## config.mk

```make
export PLATFORM = sky130hd
export DESIGN_NAME = mt_retire_ctrl
export DESIGN_NICKNAME = d
export VERILOG_FILES = /design/src/rtl/mt_retire_ctrl.sv
export SDC_FILE = /design/constraint.sdc
export NUM_CORES = 1
export LEC_CHECK = 0
export BUFFER_PORTS_ARGS = -buffer_cell sky130_fd_sc_hd__buf_4
export CAP_MARGIN = 20
export CORE_MARGIN = 2
export CORE_UTILIZATION = 52
export CTS_BUF_LIST = sky130_fd_sc_hd__clkbuf_4
export CTS_CLUSTER_SIZE = 20
export DETAILED_ROUTE_END_ITERATION = 10
export PLACE_DENSITY = 0.83
export SLEW_MARGIN = 30
export SYNTH_ARGS = -nofsm -noshare
export SYNTH_HDL_FRONTEND = slang
export SYNTH_SLANG_ARGS = --single-unit
```

## constraint.sdc

```tcl
create_clock -name clk -period 8.5 [get_ports clk]
set_input_delay 0.85 -clock clk [delete_from_list [all_inputs] [get_ports clk]]
set_output_delay 0.85 -clock clk [all_outputs]
set_load 0.01 [all_outputs]
```

## src/rtl/mt_retire_ctrl.sv

```systemverilog
module mt_retire_ctrl #(
  parameter int NUM_THREADS  = 2,
  parameter int COMMIT_WIDTH = 3,
  parameter int SEQ_W        = 16,
  parameter int CNT_W        = 16,
  localparam int TID_W = (NUM_THREADS > 1) ? $clog2(NUM_THREADS) : 1,
  localparam int CW_W  = $clog2(COMMIT_WIDTH + 1),
  localparam int SLOTS = NUM_THREADS * COMMIT_WIDTH
) (
  input  logic                   clk,
  input  logic                   rst_n,
  input  logic [1:0]             policy,
  input  logic [NUM_THREADS-1:0] thr_active,
  input  logic [SLOTS-1:0]       hd_valid,
  input  logic [SLOTS-1:0]       hd_done,
  input  logic [SLOTS-1:0]       hd_nonspec,
  input  logic [SLOTS*SEQ_W-1:0] hd_seq,
  output logic [COMMIT_WIDTH-1:0] ret_strobe,
  output logic [TID_W-1:0]       ret_tid,
  output logic                   ns_rel_valid,
  output logic [TID_W-1:0]       ns_rel_tid,
  output logic [SEQ_W-1:0]       ns_rel_seq,
  output logic [CNT_W-1:0]       nsq_stall_cnt,
  output logic [CNT_W-1:0]       bw_hit_cnt,
  output logic [CNT_W-1:0]       bw_lost_cnt
);

  logic [NUM_THREADS-1:0] rel_pend;
  logic [SEQ_W-1:0]       rel_seq [NUM_THREADS];
  logic [TID_W-1:0]       rr_ptr;

  logic [SEQ_W-1:0]       head_seq [NUM_THREADS];
  logic [NUM_THREADS-1:0] head_ns, released, waiting, rel_cand;
  logic [CW_W-1:0]        elig_cnt [NUM_THREADS];

  for (genvar t = 0; t < NUM_THREADS; t++) begin : g_thr
    localparam int B = t * COMMIT_WIDTH;
    assign head_seq[t] = hd_seq[B*SEQ_W +: SEQ_W];
    assign head_ns[t]  = thr_active[t] && hd_valid[B] && hd_nonspec[B];
    assign released[t] = rel_pend[t] && (rel_seq[t] == head_seq[t]);
    assign waiting[t]  = head_ns[t] && !(hd_done[B] && released[t]);
    assign rel_cand[t] = head_ns[t] && !released[t];

    always_comb begin
      logic stop;
      logic ok;
      stop = !thr_active[t];
      elig_cnt[t] = '0;
      for (int k = 0; k < COMMIT_WIDTH; k++) begin
        ok = hd_valid[B+k] && hd_done[B+k] &&
             (!hd_nonspec[B+k] || (k == 0 && released[t]));
        if (!stop && ok) begin
          elig_cnt[t] = elig_cnt[t] + 1'b1;
          if (hd_nonspec[B+k]) stop = 1'b1;
        end else begin
          stop = 1'b1;
        end
      end
    end
  end

  logic             sel_found;
  logic [TID_W-1:0] sel;
  logic [CW_W-1:0]  ret_n;

  always_comb begin
    logic [CW_W-1:0]  best_cnt;
    logic [SEQ_W-1:0] best_seq;
    int tt;
    sel_found = 1'b0;
    sel       = '0;
    best_cnt  = '0;
    best_seq  = '0;
    case (policy)
      2'd0: begin
        for (int t = 0; t < NUM_THREADS; t++)
          if (elig_cnt[t] > best_cnt) begin
            best_cnt  = elig_cnt[t];
            sel       = TID_W'(t);
            sel_found = 1'b1;
          end
      end
      2'd1: begin
        for (int i = 0; i < NUM_THREADS; i++) begin
          tt = (int'(rr_ptr) + i) % NUM_THREADS;
          if (!sel_found && elig_cnt[tt] != '0) begin
            sel       = TID_W'(tt);
            sel_found = 1'b1;
          end
        end
      end
      default: begin
        for (int t = 0; t < NUM_THREADS; t++)
          if (elig_cnt[t] != '0 && (!sel_found || head_seq[t] < best_seq)) begin
            best_seq  = head_seq[t];
            sel       = TID_W'(t);
            sel_found = 1'b1;
          end
      end
    endcase
  end

  assign ret_n   = sel_found ? elig_cnt[sel] : '0;
  assign ret_tid = sel;

  for (genvar k = 0; k < COMMIT_WIDTH; k++) begin : g_strobe
    assign ret_strobe[k] = (ret_n > CW_W'(k));
  end

  always_comb begin
    ns_rel_valid = 1'b0;
    ns_rel_tid   = '0;
    ns_rel_seq   = '0;
    for (int t = NUM_THREADS - 1; t >= 0; t--)
      if (rel_cand[t]) begin
        ns_rel_valid = 1'b1;
        ns_rel_tid   = TID_W'(t);
        ns_rel_seq   = head_seq[t];
      end
  end

  logic [CNT_W-1:0] lost_add;
  always_comb begin
    lost_add = '0;
    for (int t = 0; t < NUM_THREADS; t++)
      if (TID_W'(t) != sel) lost_add = lost_add + CNT_W'(elig_cnt[t]);
  end

  wire full_bw = (ret_n == CW_W'(COMMIT_WIDTH));

  always_ff @(posedge clk) begin
    if (!rst_n) begin
      rel_pend      <= '0;
      rr_ptr        <= '0;
      nsq_stall_cnt <= '0;
      bw_hit_cnt    <= '0;
      bw_lost_cnt   <= '0;
      for (int t = 0; t < NUM_THREADS; t++) rel_seq[t] <= '0;
    end else begin
      for (int t = 0; t < NUM_THREADS; t++) begin
        if (ns_rel_valid && ns_rel_tid == TID_W'(t)) begin
          rel_pend[t] <= 1'b1;
          rel_seq[t]  <= ns_rel_seq;
        end else if (!head_ns[t] || (ret_n != '0 && sel == TID_W'(t))) begin
          rel_pend[t] <= 1'b0;
        end
      end
      if (sel_found)
        rr_ptr <= (int'(sel) == NUM_THREADS - 1) ? '0 : sel + 1'b1;
      if (ret_n == '0 && |waiting)
        nsq_stall_cnt <= nsq_stall_cnt + 1'b1;
      if (full_bw) begin
        bw_hit_cnt  <= bw_hit_cnt + 1'b1;
        bw_lost_cnt <= bw_lost_cnt + lost_add;
      end
    end
  end

endmodule

```

==> results.ini, run 1 <==
[drt]
drt_iter0_markers = 217
drc = 0
drtAntennaViolNets = 0
wl_per_cell_um = 16.35
vias = 4668
drtPass1Iterations = 4
viasPerCell = 5.672
routed_wl_mm = 13.45

[clock_tree]
clock_path_buffers = 2
clk_pin_slew_ns = 0.13
cts_resized = 0
clk_latency_ns = 0.45
cts_root_buffer = clkbuf_4
cts_inserted_buffers = 9
clock-sinks = 83
cts_setup_buffers = 0
hold_buffers = 0
htreeDepth = 3
cts_tree = yes

[grt]
grt_overflow = 0
grt_start_max_net_pins = 48
grt_use_total = 0.2428
grt_pass1_wl_mm = 21.49
grt_pass1_vias = 4479
antenna_found_initial = 0

[worst_setup_path]
cp_cell_sequence = buf_4 > xor2_1 > nor4_1 > nand2_1 > or4_1 > a21oi_1 > inv_1 > ha_1 > clkinv_1 > nand2_1 > ha_1 > a211oi_1 > o211ai_1 > o2111ai_1 > a31oi_1 > nor3_2 > nor3b_1 > fa_1 > mux2_2 > fa_1 > a21oi_1 > a211oi_4 > and3_1 > o21a_1
slowest_stage = nor3_2
crit_path_end_kind = flip-flop
cpPeakStageDelay_ns = 0.65
required_ns = 8.84
start_kind = input pin
cp.arrival_ns = 7.65
crit_type = input pin to flip-flop
reg2reg_slack_ns = 1.26
cp_max_fo = 19

[min_path]
min_path_type = flip-flop to flip-flop

[cells_and_area]
final_common_cell = buf_4
areaGrowthSynthToFinish_pct = 22.50
drive_gt1_frac = 0.2435
layout_common_cells = buf_4 (126), nand2_1 (59), dfxtp_1 (51)
fin_util = 0.6597
diodes = 0
nNetsFinal = 834

[timing]
period_minus_slack_ns = 7.307
fin_ws_ns = 1.193
relSlewSlack = 0.3976
worst_pin_slew_ns = 0.9035
rsz0062_at_grt = false
fmax_ghz = 0.1368
finalHoldViolCount = 0
setup_violations = 0
timing.final.crit_share = 0.8597
finalMaxSlewViolations = 0
tns_ns = 0
fin_worst_skew_ns = 0.03250

[floorplan]
die_x_um = 104.8
die_area_mm2 = 0.01099
die_h_um = 104.8
start_util = 0.5385
core_mm2 = 0.009819
ioPinCount = 190
row_count = 36

[synthesis]
synthCells = 567
syn-num-nets = 716
syn_area_per_cell_um2 = 9.326
ys_warn_count = 0
ys_types = 69
synth-seq-area-share = 0.3748
syn_area_mm2 = 0.005288
async_flop_share = 0
ys_seq_elements = 83
ys_dominant_reg_cell = dfxtp_1
synth_edf_count = 32

[run]
maxCapViolCount = 0

[power_and_ir_drop]
p_per_area_mw_per_mm2 = 125.4
clockPowerShare = 0.319
leakage_nw = 2.537
p_int_uw = 597.6
sw_frac_of_total = 0.2646
pwr-share-comb = 0.149
seqPwrFrac = 0.532
ir_drop_mv = 0.07182
p_sw_uw = 215.0

[placement]
place_ws_ns = 0.8530
port_buffers = 125
dp_hpwl_mm = 9.936
place_congestion = 0.8623

[outcome]
status = completed

[area by class of cell]
class / count / area (um2)
inverter: 34 / 127.6
clock buffer: 9 / 67.56
fill: 814 / 3342
clock inverter: 7 / 92.59
timing repair buffer: 127 / 950.9
sequential: 83 / 1982
multi-input combinational: 430 / 3090
tap: 133 / 166.4
[state kept, by name (all words and copies together) (netlist names)]
signal and flops:
rel_seq 32, rr_ptr 1, rel_pend 2, nsq_stall_cnt 16
bw_lost_cnt 16, bw_hit_cnt 16
[Yosys cell counts (12+ instances only)]
cell | n | area (um2)
a21oi_1 | 34 | 170.2
a22o_1 | 16 | 140.1
and3_1 | 12 | 75.07
clkbuf_1 | 13 | 48.80
dfxtp_1 | 51 | 1021
edfxtp_1 | 32 | 960.9
ha_1 | 27 | 337.8
inv_1 | 32 | 120.1
mux2i_1 | 16 | 160.2
nand2_1 | 59 | 221.5
nand2b_1 | 17 | 106.4
nand3_1 | 23 | 115.1
nand4_1 | 15 | 93.84
nor2_1 | 26 | 97.59
nor2b_1 | 18 | 112.6
xnor2_1 | 28 | 245.2
xor2_1 | 16 | 140.1
[through the flow]
| step | total power, mW | cell area [um2] | cells | hold WS, ns |
|---|---|---|---|---|
| 2_1_floorplan | 0.5057 | 5288 | 567 | 0.4330 |
| 3_3_place_gp | 0.5560 | 6312 | 806 | 0.4505 |
| 3_5_place_dp | 0.5596 | 6312 | 806 | 0.4611 |
| 4_1_cts | 0.8141 | 6472 | 822 | 0.4801 |
| 5_1_grt | 0.8427 | 6477 | 823 | 0.5047 |
| 6_report | 0.8125 | 6477 | 823 | 0.4803 |
[metal layers]
metal	share of wire	track usage	up-vias
met3	0.051	0.04117	26
met4	0.021	0.09429	0
li1	-	-	2299
met1	0.44	0.3058	2217
met5	0	0	-
met2	0.48	0.4147	126
[final timing paths]
check,startpoint,end,cells after the start
worst max-delay path,hd_seq[2],bw_lost_cnt[8]$_SDFFE_PN0N_,24
worst min-delay path,rr_ptr$_SDFFE_PN0P_,rr_ptr$_SDFFE_PN0P_,2
worst max register to register,rel_seq[0][2]$_DFFE_PP_,bw_lost_cnt[8]$_SDFFE_PN0N_,23
worst min register to register,rr_ptr$_SDFFE_PN0P_,rr_ptr$_SDFFE_PN0P_,2
[power groups by stage]
stage | Clock, mW | Combinational (mW) | Sequential (mW)
finish | 0.259 | 0.121 | 0.432
global route | 0.279 | 0.130 | 0.434
CTS | 0.262 | 0.120 | 0.432
detailed placement | 0 | 0.118 | 0.441
global placement | 0 | 0.115 | 0.441
floorplan | 0 | 0.0659 | 0.440
[critical path: cells and delay by family]
| family | cells | cell delay (ns) |
|---|---|---|
| simple gates | 7 | 2.56 |
| compound gates | 8 | 1.65 |
| fa+ha+maj | 4 | 1.50 |
| buf+inv | 3 | 0.60 |
| mux | 1 | 0.31 |
| xor+xnor | 1 | 0.17 |
[logic make-up (layout without fill, tap and decap cells)]
kind of cell               count (synthesis)  count (layout)  synth area share
and+or+nand+nor                          223             223            0.2312
AOI/OAI and AO/OA                        117             117            0.1758
DFF                                       83              83            0.3748
buffers and inverters                     54             177           0.04141
xor gates and xnor gates                  44              44           0.07288
adders and majority gates                 29              29           0.07146
muxes                                     17              17           0.03242
Note: power is estimated with default switching activity, not from simulation.
==> inputs of run 2 (changes only) <==
- MAX_ROUTING_LAYER: not set -> met4
==> results.ini, run 2 (synthesized netlist as in run 1, its figures left out) <==
[outcome]
status = completed  ; unchanged

[clock_tree]
clock_path_buffers = 2  ; unchanged
htreeDepth = 3  ; unchanged
clock-sinks = 83  ; unchanged
cts_root_buffer = clkbuf_4  ; unchanged
cts_setup_buffers = 0  ; unchanged
clk_latency_ns = 0.45  ; about the same
cts_inserted_buffers = 9  ; unchanged
cts_tree = yes  ; unchanged
cts_resized = 0  ; unchanged
hold_buffers = 0  ; unchanged
clk_pin_slew_ns = 0.13  ; about the same

[cells_and_area]
nNetsFinal = 834  ; unchanged
final_common_cell = buf_4  ; unchanged
drive_gt1_frac = 0.2435  ; unchanged
areaGrowthSynthToFinish_pct = 22.50  ; unchanged
largest_register = rel_seq  ; unchanged
diodes = 0  ; unchanged
n_fill_cell = 814  ; unchanged
layout_common_cells = buf_4 (126), nand2_1 (59), dfxtp_1 (51)  ; unchanged
largest_reg_flops = 32  ; unchanged

[drt]
drtPass1Iterations = 5  ; was 4
drtAntennaViolNets = 0  ; unchanged
wl_per_cell_um = 16.26  ; was 16.35 um
routed_wl_mm = 13.38  ; was 13.45 mm
drt_iter0_markers = 222  ; was 217
drc = 0  ; unchanged
vias = 4672  ; was 4668
viasPerCell = 5.677  ; was 5.672

[worst_setup_path]
startpoint = hd_seq[2]  ; unchanged
cp.arrival_ns = 7.64  ; was 7.65 ns
r2r_start = rel_seq[0][2]$_DFFE_PP_  ; unchanged
start_kind = input pin  ; unchanged
crit_path_end_kind = flip-flop  ; unchanged
worstRegToRegCells = 23  ; unchanged
required_ns = 8.85  ; was 8.84 ns
cp_max_fo = 19  ; unchanged
crit_type = input pin to flip-flop  ; unchanged

[grt]
grt_overflow = 0  ; unchanged
grt_pass1_wl_mm = 21.51  ; was 21.49 mm
antenna_found_initial = 0  ; unchanged
grt_use_total = 0.2500  ; was 0.2428
grt_start_max_net_pins = 48  ; unchanged
grt_pass1_vias = 4466  ; was 4479

[timing]
period_minus_slack_ns = 7.289  ; was 7.307 ns
fmax_ghz = 0.1372  ; was 0.1368 GHz
rsz0062_at_grt = false  ; unchanged
tns_ns = 0  ; unchanged
timing.hold.ws_ns = 0.4797  ; was 0.4803 ns
finalHoldViolCount = 0  ; unchanged
worst_pin_slew_ns = 0.9117  ; was 0.9035 ns
finalMaxSlewViolations = 0  ; unchanged
setup_violations = 0  ; unchanged
relSlewSlack = 0.3922  ; was 0.3976
fin_worst_skew_ns = 0.03645  ; was 0.03250 ns
timing.final.crit_share = 0.8575  ; was 0.8597

[power_and_ir_drop]
p_per_area_mw_per_mm2 = 125.4  ; about the same
leakage_nw = 2.537  ; unchanged
ir_drop_mv = 0.07186  ; was 0.07182 mV
seqPwrFrac = 0.532  ; about the same
sw_frac_of_total = 0.2643  ; was 0.2646
p_sw_uw = 214.7  ; was 215.0 uW
pwr-share-comb = 0.148  ; was 0.149
clockPowerShare = 0.319  ; about the same
p_int_uw = 597.6  ; about the same

[floorplan]
die_x_um = 104.8  ; unchanged
core_mm2 = 0.009819  ; unchanged
ioPinCount = 190  ; unchanged
die_area_mm2 = 0.01099  ; unchanged
die_h_um = 104.8  ; unchanged
start_util = 0.5385  ; unchanged
row_count = 36  ; unchanged

[min_path]
hold_depth = 2  ; unchanged
min_path_type = flip-flop to flip-flop  ; unchanged
holdCritStartpoint = rr_ptr$_SDFFE_PN0P_  ; unchanged

[placement]
dp_hpwl_mm = 9.936  ; unchanged
port_buffers = 125  ; unchanged
place_congestion = 0.8762  ; was 0.8623

[run]
maxCapViolCount = 0  ; unchanged

-- run 2: cell counts in the layout (fill, tap and decap cells not counted) --
Identical to the previous run, type by type.
-- run 2: cell type report --
| class | count | area [um2] | area share |
|---|---|---|---|
| flip-flops and latches | 83 | 1982 | 0.3060 |
| well taps | 133 | 166.4 | 0.02569 |
| multi-input cells | 430 | 3090 | 0.4771 |
| clock inverters | 7 | 92.59 | 0.01429 |
| inverters | 34 | 127.6 | 0.01970 |
| clock buffers | 9 | 67.56 | 0.01043 |
| repair buffers | 127 | 950.9 | 0.1468 |
-- run 2: worst paths after layout --
path | to | slack [ns]
worst min register to register | rr_ptr$_SDFFE_PN0P_ | 0.48
worst max register to register | bw_lost_cnt[8]$_SDFFE_PN0N_ | 1.28
worst min-delay path | rr_ptr$_SDFFE_PN0P_ | 0.48
worst max-delay path | bw_lost_cnt[8]$_SDFFE_PN0N_ | 1.21
-- run 2: through the flow --
step	instance area (um2)	worst slack (ns)	cells	power [mW]	utilization
floorplan	5288	1.845	567	0.5057	-
global placement	6312	0.9946	806	0.5560	0.6428
detailed placement	6312	0.8530	806	0.5596	0.6428
CTS	6472	1.297	822	0.8141	0.6591
global route	6477	0.8503	823	0.8427	0.6597
finish	6477	1.211	823	0.8122	0.6597
-- run 2: power groups by stage --
stage | registers, mW | logic (mW) | clock network [mW]
6_report | 0.432 | 0.120 | 0.259
2_1_floorplan | 0.440 | 0.0659 | 0
3_5_place_dp | 0.441 | 0.118 | 0
4_1_cts | 0.432 | 0.120 | 0.262
5_1_grt | 0.434 | 0.130 | 0.279
3_3_place_gp | 0.441 | 0.115 | 0
-- run 2: layer usage --
metal / GRT usage / vias up / routed length, um / share of wire
li1: - / 2293 / - / -
met3: 0.03743 / 20 / 688 / 0.051
met4: 0.09429 / 0 / 222 / 0.017
met2: 0.4142 / 131 / 6528 / 0.49
met1: 0.3094 / 2228 / 5942 / 0.44
met5: - / - / 0 / 0
-- run 2: critical path, stage by stage --
cell       delay, ns
buf_4           0.12
xor2_1          0.17
nor4_1          0.46
nand2_1         0.17
or4_1           0.60
a21oi_1         0.25
inv_1           0.09
ha_1            0.29
clkinv_1        0.38
nand2_1         0.11
ha_1            0.30
a211oi_1        0.25
o211ai_1        0.14
o2111ai_1       0.12
a31oi_1         0.24
nor3_2          0.64
nor3b_1         0.35
fa_1            0.47
mux2_2          0.31
fa_1            0.44
a21oi_1         0.35
a211oi_4        0.12
and3_1          0.24
o21a_1          0.16
==> inputs of run 3 (changes only) <==
- BUFFER_PORTS_ARGS: -buffer_cell sky130_fd_sc_hd__buf_4 -> -buffer_cell sky130_fd_sc_hd__buf_2
- CELL_PAD_IN_SITES_DETAIL_PLACEMENT: not set -> 0
- CELL_PAD_IN_SITES_GLOBAL_PLACEMENT: not set -> 1
- CORE_UTILIZATION: 52 -> 38
- PLACE_DENSITY: 0.83 -> not set
- PLACE_DENSITY_LB_ADDON: not set -> 0.1
==> results.ini, run 3 (synthesized netlist as in run 1, its figures left out) <==
[cells_and_area]
n_fill_cell = 1399  ; was 814
areaGrowthSynthToFinish_pct = 18.24  ; was 22.50%
final_cells = 874  ; was 823
largest_reg_flops = 32  ; unchanged
nNetsFinal = 837  ; was 834
drive_gt1_frac = 0.2453  ; was 0.2435
layout_common_cells = buf_2 (126), nand2_1 (59), dfxtp_1 (51)  ; was buf_4 (126), nand2_1 (59), dfxtp_1 (51)
largest_register = rel_seq  ; unchanged
final_common_cell = buf_2  ; was buf_4

[timing]
fmax_ghz = 0.1382  ; was 0.1372 GHz
fin_ws_ns = 1.263  ; was 1.211 ns
timing.hold.ws_ns = 0.4728  ; was 0.4797 ns
fin_worst_skew_ns = 0.02885  ; was 0.03645 ns
worst_pin_slew_ns = 0.9255  ; was 0.9117 ns
rsz0062_at_grt = false  ; unchanged
period_minus_slack_ns = 7.237  ; was 7.289 ns
finalHoldViolCount = 0  ; unchanged
finalMaxSlewViolations = 0  ; unchanged
setup_violations = 0  ; unchanged
timing.final.crit_share = 0.8514  ; was 0.8575
relSlewSlack = 0.3830  ; was 0.3922
tns_ns = 0  ; unchanged

[floorplan]
die_h_um = 122.0  ; was 104.8 um
die_x_um = 122.0  ; was 104.8 um
core_mm2 = 0.01372  ; was 0.009819 mm2
die_area_mm2 = 0.01487  ; was 0.01099 mm2
start_util = 0.3854  ; was 0.5385
row_count = 43  ; was 36
ioPinCount = 190  ; unchanged

[clock_tree]
htreeDepth = 3  ; unchanged
clock-sinks = 83  ; unchanged
hold_buffers = 0  ; unchanged
cts_resized = 0  ; unchanged
cts_inserted_buffers = 9  ; unchanged
cts_tree = yes  ; unchanged
cts_root_buffer = clkbuf_4  ; unchanged
cts_setup_buffers = 0  ; unchanged
clk_pin_slew_ns = 0.13  ; about the same
clk_latency_ns = 0.47  ; was 0.45 ns
clock_path_buffers = 2  ; unchanged

[placement]
dp_cells = 857  ; was 806
port_buffers = 125  ; unchanged
dp_hpwl_mm = 10.47  ; was 9.936 mm
place_congestion = 0.8488  ; was 0.8762
place_ws_ns = 0.7355  ; was 0.8530 ns

[worst_setup_path]
cp_max_fo = 13  ; was 19
path_buf_inv = 4  ; was 3
slowest_stage = nor3_2  ; unchanged
critical_path.top_delay_family = simple AND/OR/NAND/NOR gates  ; unchanged
required_ns = 8.86  ; was 8.85 ns
crit_type = input pin to flip-flop  ; unchanged
cpMostUsedCell = a21oi_1
cpPeakStageDelay_ns = 0.63  ; was 0.64 ns
worstRegToRegCells = 24  ; was 23
crit_path_end_kind = flip-flop  ; unchanged
cp.arrival_ns = 7.60  ; was 7.64 ns
start_kind = input pin  ; unchanged
cp.depth = 25  ; was 24

[drt]
wl_per_cell_um = 16.01  ; was 16.26 um
drc = 0  ; unchanged
drtPass1Iterations = 4  ; was 5
viasPerCell = 5.229  ; was 5.677
drtAntennaViolNets = 0  ; unchanged
vias = 4570  ; was 4672
routed_wl_mm = 13.99  ; was 13.38 mm
drt_iter0_markers = 277  ; was 222

[power_and_ir_drop]
p_per_area_mw_per_mm2 = 128.6  ; was 125.4 mW/mm2
p_sw_uw = 213.4  ; was 214.7 uW
p_int_uw = 590.4  ; was 597.6 uW
leakage_nw = 2.512  ; was 2.537 nW
ir_drop_mv = 0.08580  ; was 0.07186 mV
sw_frac_of_total = 0.2655  ; was 0.2643
seqPwrFrac = 0.538  ; was 0.532
pwr-share-comb = 0.138  ; was 0.148
clockPowerShare = 0.325  ; was 0.319
p_total_uw = 803.8  ; was 812.2 uW

[grt]
grt_pass1_vias = 4282  ; was 4466
grt_start_max_net_pins = 48  ; unchanged
grt_use_total = 0.1964  ; was 0.2500
grt_overflow = 0  ; unchanged
grt_pass1_wl_mm = 22.13  ; was 21.51 mm
antenna_found_initial = 1  ; was 0

[min_path]
min_path_type = flip-flop to flip-flop  ; unchanged
hold_depth = 2  ; unchanged

[outcome]
status = completed  ; unchanged

[run]
maxCapViolCount = 0  ; unchanged

[run 3: area by class of cell]
cell class	count	area, um2	share of cell area
Multi-Input combinational cell	430	3098	0.4955
Sequential cell	83	1982	0.3170
Timing Repair Buffer	130	660.6	0.1057
Tap cell	180	225.2	0.03602
Inverter	34	127.6	0.02041
Clock inverter	6	81.33	0.01301
Clock buffer	10	75.07	0.01201
Antenna cell	1	2.502	0.0004002
[run 3: metrics by stage]
stage	area, um2	utilization
6_report	6252	0.4557
5_1_grt	6252	0.4557
4_1_cts	6250	0.4555
3_5_place_dp	6093	0.4441
3_3_place_gp	6081	0.4432
2_1_floorplan	5288	-
[run 3: final timing paths]
path                           startpoint                      endpoint  slack [ns]
setup / recovery                hd_seq[7]  bw_lost_cnt[12]$_SDFFE_PN0N_        1.26
setup reg to reg  rel_seq[0][2]$_DFFE_PP_  bw_lost_cnt[12]$_SDFFE_PN0N_        1.34
hold / removal        rr_ptr$_SDFFE_PN0P_           rr_ptr$_SDFFE_PN0P_        0.47
hold reg to reg       rr_ptr$_SDFFE_PN0P_           rr_ptr$_SDFFE_PN0P_        0.47
[run 3: power by group through the flow]
stage / registers, mW / logic (mW) / clock network [mW]
global route: 0.433 / 0.122 / 0.286
global placement: 0.441 / 0.109 / 0
detailed placement: 0.441 / 0.111 / 0
finish: 0.432 / 0.111 / 0.261
floorplan: 0.440 / 0.0659 / 0
CTS: 0.432 / 0.112 / 0.270
[run 3: worst min-delay path, stage by stage (launching register included)]
cell and delay (ns):
dfxtp_1 0.34, inv_1 0.05, a211oi_1 0.05
[run 3: layer usage]
layer	track usage	up-vias	share of wire	wire length (um)
met3	0.02903	16	0.040	556
li1	-	2301	-	-
met5	-	-	0	0
met2	0.2996	95	0.46	6446
met1	0.2700	2158	0.49	6793
met4	0.05963	0	0.014	195
